==> src/rtl/rx_remap_pkg.sv <==
package rx_remap_pkg;
    localparam int ADDR_W    = 32;
    localparam int DATA_W    = 32;
    localparam int NODE_W    = 12;
    localparam int LOCAL_W   = 20;
    localparam int MODE_LSB  = 2;
    localparam int SEL_LSB   = 4;
    localparam int PAT_LSB   = 16;
    localparam logic [LOCAL_W-1:0] CFG_LOCAL = 20'hF0300;
    localparam logic [LOCAL_W-1:0] OFS_LOCAL = 20'hF030C;

    typedef enum logic [1:0] {
        MAP_PASS    = 2'b00,
        MAP_STATIC  = 2'b01,
        MAP_DYNAMIC = 2'b10,
        MAP_RSVD    = 2'b11
    } map_mode_e;
endpackage

==> src/rtl/rx_remap_regs.sv <==
module rx_remap_regs
    import rx_remap_pkg::*;
#(
    parameter int RW = 32,
    parameter int LW = 20,
    parameter int NW = 12
) (
    input  logic          clk,
    input  logic          rst_n,
    input  logic          reg_en,
    input  logic          reg_we,
    input  logic [LW-1:0] reg_addr,
    input  logic [RW-1:0] reg_wdata,
    output logic [RW-1:0] reg_rdata,
    output map_mode_e     mode,
    output logic [NW-1:0] sel_mask,
    output logic [NW-1:0] pattern,
    output logic [RW-1:0] offset
);
    typedef struct packed {
        logic [RW-1:0] cfg;
        logic [RW-1:0] ofs;
        logic [RW-1:0] rdata;
    } regs_t;

    regs_t st_d, st_q;
    logic  hit_cfg, hit_ofs;

    always_comb begin
        hit_cfg = (reg_addr == LW'(CFG_LOCAL));
        hit_ofs = (reg_addr == LW'(OFS_LOCAL));
        st_d    = st_q;
        if (reg_en && reg_we) begin
            if (hit_cfg) st_d.cfg = reg_wdata;
            if (hit_ofs) st_d.ofs = reg_wdata;
        end
        if (reg_en && !reg_we) begin
            if (hit_cfg)      st_d.rdata = st_q.cfg;
            else if (hit_ofs) st_d.rdata = st_q.ofs;
            else              st_d.rdata = '0;
        end
    end

    always_ff @(posedge clk or negedge rst_n) begin
        if (!rst_n) st_q <= '0;
        else        st_q <= st_d;
    end

    assign reg_rdata = st_q.rdata;
    assign mode      = map_mode_e'(st_q.cfg[MODE_LSB +: 2]);
    assign sel_mask  = st_q.cfg[SEL_LSB +: NW];
    assign pattern   = st_q.cfg[PAT_LSB +: NW];
    assign offset    = st_q.ofs;

    // an unmapped read returns zero one cycle later
    assert_unmapped_zero_R7: assert property (@(posedge clk) disable iff (!rst_n)
        (reg_en && !reg_we && reg_addr != LW'(CFG_LOCAL) && reg_addr != LW'(OFS_LOCAL))
        |=> (reg_rdata == '0));

    // an offset write shows up in the offset word next cycle
    assert_offset_load_R7: assert property (@(posedge clk) disable iff (!rst_n)
        (reg_en && reg_we && reg_addr == LW'(OFS_LOCAL)) |=> (offset == $past(reg_wdata)));

    // no access leaves the settings untouched
    assert_cfg_hold_R7: assert property (@(posedge clk) disable iff (!rst_n)
        !reg_en |=> ($stable(offset) && $stable(mode) && $stable(sel_mask) && $stable(pattern)));
endmodule

==> src/rtl/rx_remap_calc.sv <==
module rx_remap_calc
    import rx_remap_pkg::*;
#(
    parameter int AW = 32,
    parameter int NW = 12
) (
    input  map_mode_e     mode,
    input  logic [NW-1:0] sel_mask,
    input  logic [NW-1:0] pattern,
    input  logic [AW-1:0] offset,
    input  logic [NW-1:0] node_id,
    input  logic [AW-1:0] addr_in,
    output logic [AW-1:0] addr_out
);
    localparam int LOW_W = AW - NW;

    logic [NW-1:0] merged_hi;
    logic [AW-1:0] node_base;
    logic [AW-1:0] moved;

    for (genvar b = 0; b < NW; b++) begin : g_merge
        assign merged_hi[b] = sel_mask[b] ? pattern[b] : addr_in[LOW_W + b];
    end

    assign node_base = {node_id, {LOW_W{1'b0}}};
    assign moved     = addr_in - node_base + offset;

    always_comb begin
        unique case (mode)
            MAP_STATIC:  addr_out = {merged_hi, addr_in[LOW_W-1:0]};
            MAP_DYNAMIC: addr_out = moved;
            default:     addr_out = addr_in;
        endcase
    end
endmodule

==> src/rtl/rx_remap_pipe.sv <==
module rx_remap_pipe #(
    parameter int AW = 32,
    parameter int DW = 32
) (
    input  logic          clk,
    input  logic          rst_n,
    input  logic          in_valid,
    input  logic [AW-1:0] in_addr,
    input  logic [DW-1:0] in_data,
    output logic          out_valid,
    output logic [AW-1:0] out_addr,
    output logic [DW-1:0] out_data
);
    typedef struct packed {
        logic          valid;
        logic [AW-1:0] addr;
        logic [DW-1:0] data;
    } stage_t;

    stage_t st_d, st_q;

    always_comb begin
        st_d       = st_q;
        st_d.valid = in_valid;
        if (in_valid) begin
            st_d.addr = in_addr;
            st_d.data = in_data;
        end
    end

    always_ff @(posedge clk or negedge rst_n) begin
        if (!rst_n) st_q <= '0;
        else        st_q <= st_d;
    end

    assign out_valid = st_q.valid;
    assign out_addr  = st_q.addr;
    assign out_data  = st_q.data;

    // one output strobe per input strobe, one cycle later
    assert_strobe_follow_R9: assert property (@(posedge clk) disable iff (!rst_n)
        in_valid |=> out_valid);
    assert_no_spurious_R9: assert property (@(posedge clk) disable iff (!rst_n)
        !in_valid |=> !out_valid);
    // payload travels with its strobe
    assert_payload_align_R2: assert property (@(posedge clk) disable iff (!rst_n)
        in_valid |=> (out_data == $past(in_data)));
endmodule

==> src/rtl/rx_addr_remap.sv <==
module rx_addr_remap
    import rx_remap_pkg::*;
(
    input  logic                clk,
    input  logic                rst_n,
    input  logic [NODE_W-1:0]   node_id,
    input  logic                reg_en,
    input  logic                reg_we,
    input  logic [LOCAL_W-1:0]  reg_addr,
    input  logic [DATA_W-1:0]   reg_wdata,
    output logic [DATA_W-1:0]   reg_rdata,
    input  logic                in_valid,
    input  logic [ADDR_W-1:0]   in_addr,
    input  logic [DATA_W-1:0]   in_data,
    output logic                out_valid,
    output logic [ADDR_W-1:0]   out_addr,
    output logic [DATA_W-1:0]   out_data
);
    map_mode_e          mode;
    logic [NODE_W-1:0]  sel_mask, pattern;
    logic [ADDR_W-1:0]  offset;
    logic [ADDR_W-1:0]  mapped;

    rx_remap_regs #(.RW(DATA_W), .LW(LOCAL_W), .NW(NODE_W)) u_regs (
        .clk(clk), .rst_n(rst_n),
        .reg_en(reg_en), .reg_we(reg_we), .reg_addr(reg_addr),
        .reg_wdata(reg_wdata), .reg_rdata(reg_rdata),
        .mode(mode), .sel_mask(sel_mask), .pattern(pattern), .offset(offset)
    );

    rx_remap_calc #(.AW(ADDR_W), .NW(NODE_W)) u_calc (
        .mode(mode), .sel_mask(sel_mask), .pattern(pattern), .offset(offset),
        .node_id(node_id), .addr_in(in_addr), .addr_out(mapped)
    );

    rx_remap_pipe #(.AW(ADDR_W), .DW(DATA_W)) u_pipe (
        .clk(clk), .rst_n(rst_n),
        .in_valid(in_valid), .in_addr(mapped), .in_data(in_data),
        .out_valid(out_valid), .out_addr(out_addr), .out_data(out_data)
    );

    // low address bits pass in static mode
    assert_static_low_R3: assert property (@(posedge clk) disable iff (!rst_n)
        (in_valid && mode == MAP_STATIC) |=>
        (out_addr[ADDR_W-NODE_W-1:0] == $past(in_addr[ADDR_W-NODE_W-1:0])));
    // pass-through leaves the address alone
    assert_pass_addr_R2: assert property (@(posedge clk) disable iff (!rst_n)
        (in_valid && mode == MAP_PASS) |=> (out_addr == $past(in_addr)));
    // reserved mode also passes through
    assert_rsvd_addr_R5: assert property (@(posedge clk) disable iff (!rst_n)
        (in_valid && mode == MAP_RSVD) |=> (out_addr == $past(in_addr)));
endmodule

==> config.mk <==
export PLATFORM = sky130hd
export DESIGN_NAME = rx_addr_remap
export DESIGN_NICKNAME = d
export VERILOG_FILES = /design/src/rtl/rx_remap_pkg.sv /design/src/rtl/rx_remap_regs.sv /design/src/rtl/rx_remap_calc.sv /design/src/rtl/rx_remap_pipe.sv /design/src/rtl/rx_addr_remap.sv
export SDC_FILE = /design/constraint.sdc
export NUM_CORES = 1
export LEC_CHECK = 0
export CAP_MARGIN = 20
export CORE_UTILIZATION = 25
export DETAILED_ROUTE_END_ITERATION = 12
export PLACE_DENSITY_LB_ADDON = 0.25
export SETUP_SLACK_MARGIN = 0.5
export SLEW_MARGIN = 40
export SYNTH_ARGS = -nofsm -noshare
export SYNTH_HDL_FRONTEND = slang
export SYNTH_SLANG_ARGS = --single-unit
==> constraint.sdc <==
create_clock -name clk -period 6.5 [get_ports clk]
set_clock_uncertainty 0.2 [all_clocks]
set_input_delay 1.3 -clock clk [delete_from_list [all_inputs] [get_ports clk]]
set_output_delay 1.3 -clock clk [all_outputs]
set_load 0.005 [all_outputs]
==> reports/results.md <==
| Result | Reported | Unit |
|---|---|---|
| XOR/XNOR Fraction of Synth Area | 2.83 | % |
| Die footprint | 39100 | um2 |
| Mapped Avg Cell Area | 9.88 | um2 |
| Pin slew with the least headroom to its limit | 732 | ps |
| Count of hold buffers inserted by post-cts repair | 0 | - |
| Hold/Removal Path Class | reg2reg | - |
| Post-DP HPWL | 23000 | um |
| Wire length of the first global-routing pass | 45900 | um |
| Multiplexer area fraction after synthesis | 11.3 | % |
| Crit. End Element | register | - |
| Critical Path RT | 6650 | ps |
| Mapped cell area | 9590 | um2 |
| Worst slew margin | 51.1 | % |
| Combinational family with the most area after synthesis | compound AO/OA/AOI/OAI gates | - |
| # fillers | 3957 | - |
| Reg-to-reg critical path startpoint | u_regs.offset[2] | - |
| Via count | 7572 | - |
| Total global routing overflow | 0 | - |
| Post-synthesis share of cell area spent on and, or, nand and nor gates | 9.51 | % |
| Longest Clk Path Bufs | 2 | - |
| Worst EP arrival | 4580 | ps |
| Number of setup violations in the final report | 0 | - |
| Area leader, netlist | sky130_fd_sc_hd__dfrtp_1 | - |
| FF+latch count, synth | 161 | - |
| Share of the synthesized area in compound gates (AO/OA/AOI/OAI) | 15.5 | % |
| Post-cts resize count | 0 | - |
| Post-DRT Antenna Nets | 0 | - |
| Peak supply drop | 0.141 | mV |
| CTS Buf Count | 17 | - |
| Maximum number of pins on one net before global-route repair | 65 | - |
| Total core area | 37700 | um2 |
| CTS tree | built | - |
| Average routed wire per standard cell | 17.9 | um |
| Maximum achievable frequency | 0.226 | GHz |
| Detail-routed via count per cell | 4.52 | - |
| Yosys warnings | 0 | - |
| Number of port buffers | 229 | - |
| Total length of routed wires | 30000 | um |
| Starting Density | 25.5 | % |
| Kind of start point of the critical path | input pin | - |
| Unrepaired setup endpoints after global routing | false | - |
| Number of nets in the layout | 1346 | - |
| Number of sinks driven by the clock tree | 161 | - |
| Total routing resource utilization after global routing | 15.6 | % |
| Setup TNS | 0 | ps |
| Skew-Pair Late Insertion Delay | 440 | ps |
| Final count of pins violating max slew | 0 | - |
| Die Height | 198 | um |
| Clock transition at the registers of the reported paths | 80 | ps |
| First drt pass iteration count | 4 | - |
| Leak | 5.65 | nW |
| Result of the run | completed | - |
| Fin. Hold Viols | 0 | - |
| Number of enable-type register cells in the synthesized netlist | 0 | - |
| Area overhead of the layout relative to synthesis | 33.2 | % |
| Clk Tree Root Cell | sky130_fd_sc_hd__clkbuf_16 | - |
| Net Count, Synth | 1167 | - |
| Proportion of synthesized chip area in sequential cells | 42.0 | % |
| Footprint of the multi-input gates | 4660 | um2 |
| Rows | 71 | - |
| Overall Power | 0.00271 | W |
| Fraction of synthesis flops using an asynchronous set or reset pin | 100 | % |
| CTS H-Tree Depth | 4 | - |
| Startpoint of the most critical setup path | in_addr[3] | - |
| Vias in the first global route | 7682 | - |
| Storage cell area | 4030 | um2 |
| Weighted congestion at the end of routability-driven global placement | 0.858 | - |
| Hold Startpoint | u_pipe.out_addr[16] | - |
| I/O Pins | 230 | - |
| Post-synth top area share | 42.0 | % |
| Initial antenna violation count | 2 | - |
| Detailed router's first-iteration violation count | 347 | - |
| Crit path kind | in2reg | - |
| Most frequently used flop master after synthesis | sky130_fd_sc_hd__dfrtp_1 | - |
| Width of the die | 198 | um |
| Max Fanout on Critical Path | 4 | - |
| Final critical-path share of the clock period | 68.1 | % |
| Number of setup buffers added after CTS | 0 | - |
| Final min period | 4430 | ps |
| Cell count after synthesis | 971 | - |
| Register-to-register setup slack | 3020 | ps |
| Number of remaining DRC errors | 0 | - |
| Power density over the cells | 213 | nW/um2 |
| Ranking of synthesized cells by area | sky130_fd_sc_hd__dfrtp_1, sky130_fd_sc_hd__mux2_2, sky130_fd_sc_hd__ha_1 | - |
| Fraction of final layout cells with drive strength greater than 1 | 13.5 | % |
| Number of maximum-capacitance constraint violations | 0 | - |
| Cell variety after synth | 68 | - |
| Fraction of the mapped netlist area in adder cells | 9.08 | % |
-- worst paths after layout --
kind	endpoint	depth (start not counted)
worst max-delay path	u_pipe.out_addr[26]	14
worst max register to register	u_pipe.out_addr[29]	13
min in group asynchronous	u_regs.reg_rdata[1]	1
worst min-delay path	u_pipe.out_addr[16]	2
worst min register to register	u_pipe.out_addr[16]	2
max in group asynchronous	u_pipe.out_data[27]	2
-- worst max-delay path: stages --
cell                              delay (ps)
sky130_fd_sc_hd__clkdlybuf4s50_1         490
sky130_fd_sc_hd__inv_1                    50
sky130_fd_sc_hd__ha_1                    260
sky130_fd_sc_hd__inv_1                    40
sky130_fd_sc_hd__ha_1                    350
sky130_fd_sc_hd__o211ai_2                170
sky130_fd_sc_hd__a21oi_2                  60
sky130_fd_sc_hd__o311a_4                 370
sky130_fd_sc_hd__o41ai_4                 420
sky130_fd_sc_hd__a21oi_1                 180
sky130_fd_sc_hd__o21ai_1                 370
sky130_fd_sc_hd__o21ai_1                 180
sky130_fd_sc_hd__xnor2_1                 160
sky130_fd_sc_hd__o21ai_0                 160
-- registers in the layout, indices dropped and copies added, names as in the netlist --
| signal | flops |
|---|---|
| u_pipe.out_valid | 1 |
| u_regs.st_q | 6 |
| u_regs.pattern | 12 |
| u_pipe.out_data | 32 |
| u_regs.offset | 32 |
| u_regs.sel_mask | 12 |
| u_regs.mode | 2 |
| u_pipe.out_addr | 32 |
| u_regs.reg_rdata | 32 |
-- cell usage in the layout (no fill, tap or decap), types with 22 or more instances in the layout --
cell type,netlist,routed
sky130_fd_sc_hd__clkdlybuf4s50_1,0,227
sky130_fd_sc_hd__dfrtp_1,161,161
sky130_fd_sc_hd__inv_1,129,129
sky130_fd_sc_hd__nor2_1,96,96
sky130_fd_sc_hd__mux2_2,92,92
sky130_fd_sc_hd__a21oi_1,76,76
sky130_fd_sc_hd__ha_1,52,52
sky130_fd_sc_hd__a22oi_1,34,34
sky130_fd_sc_hd__o21ai_0,32,32
sky130_fd_sc_hd__xnor2_1,23,23
sky130_fd_sc_hd__nand2_1,22,22
-- logic make-up (layout without fill, tap and decap cells) --
group                      Yosys count  in the layout
adders and majority gates           63             63
buffers and inverters              206            398
xor gates and xnor gates            31             31
muxes                               96             96
and+or+nand+nor                    193            193
AOI/OAI and AO/OA                  221            221
other                                0              1
DFF                                161            161
-- metal layers --
layer | global-route usage (%) | vias to the layer above | wire length, um
met2 | 24.3 | 202 | 13800
met4 | 4.77 | 2 | 451
met3 | 3.71 | 22 | 1650
met5 | 0 | - | 10
li1 | - | 3678 | -
met1 | 21.2 | 3668 | 14100
-- Yosys cell counts (8+ instances only) --
cell / number
sky130_fd_sc_hd__a21o_1: 10
sky130_fd_sc_hd__a21oi_1: 76
sky130_fd_sc_hd__a221oi_1: 19
sky130_fd_sc_hd__a22oi_1: 34
sky130_fd_sc_hd__a31oi_1: 10
sky130_fd_sc_hd__buf_2: 8
sky130_fd_sc_hd__buf_4: 32
sky130_fd_sc_hd__clkbuf_1: 25
sky130_fd_sc_hd__dfrtp_1: 161
sky130_fd_sc_hd__fa_1: 11
sky130_fd_sc_hd__ha_1: 52
sky130_fd_sc_hd__inv_1: 129
sky130_fd_sc_hd__mux2_2: 92
sky130_fd_sc_hd__nand2_1: 22
sky130_fd_sc_hd__nand3_1: 20
sky130_fd_sc_hd__nor2_1: 96
sky130_fd_sc_hd__nor2b_1: 14
sky130_fd_sc_hd__o21ai_0: 32
sky130_fd_sc_hd__xnor2_1: 23
sky130_fd_sc_hd__xor2_1: 8
-- area by class of cell --
type / count / area share, %
clock buffer: 17 / 3.33
antenna: 1 / 0.0196
sequential: 161 / 31.5
multi-input combinational: 604 / 36.5
inverter: 130 / 3.82
timing repair buffer: 236 / 18.4
clock inverter: 15 / 1.44
tap: 511 / 5.01
-- through the flow --
stage | hold slack, ps | instance area (um2) | utilization, % | std cells | setup WS [ps]
floorplan | 280 | 9590 | - | 971 | 2570
global placement | 284 | 12100 | 32.2 | 1642 | 1570
detailed placement | 293 | 12200 | 32.3 | 1642 | 1630
CTS | 310 | 12800 | 33.9 | 1674 | 2060
global route | 318 | 12800 | 33.9 | 1675 | 1850
finish | 305 | 12800 | 33.9 | 1675 | 2070
-- report_power, final --
part / internal, W / switching (W) / total (W)
Clock: 0.000525 / 0.000516 / 0.00104
Sequential: 0.00106 / 0.0000352 / 0.00110
Combinational: 0.000312 / 0.000264 / 0.000576
Total: 0.00190 / 0.000815 / 0.00271
Power figures use the tool's default switching activity.
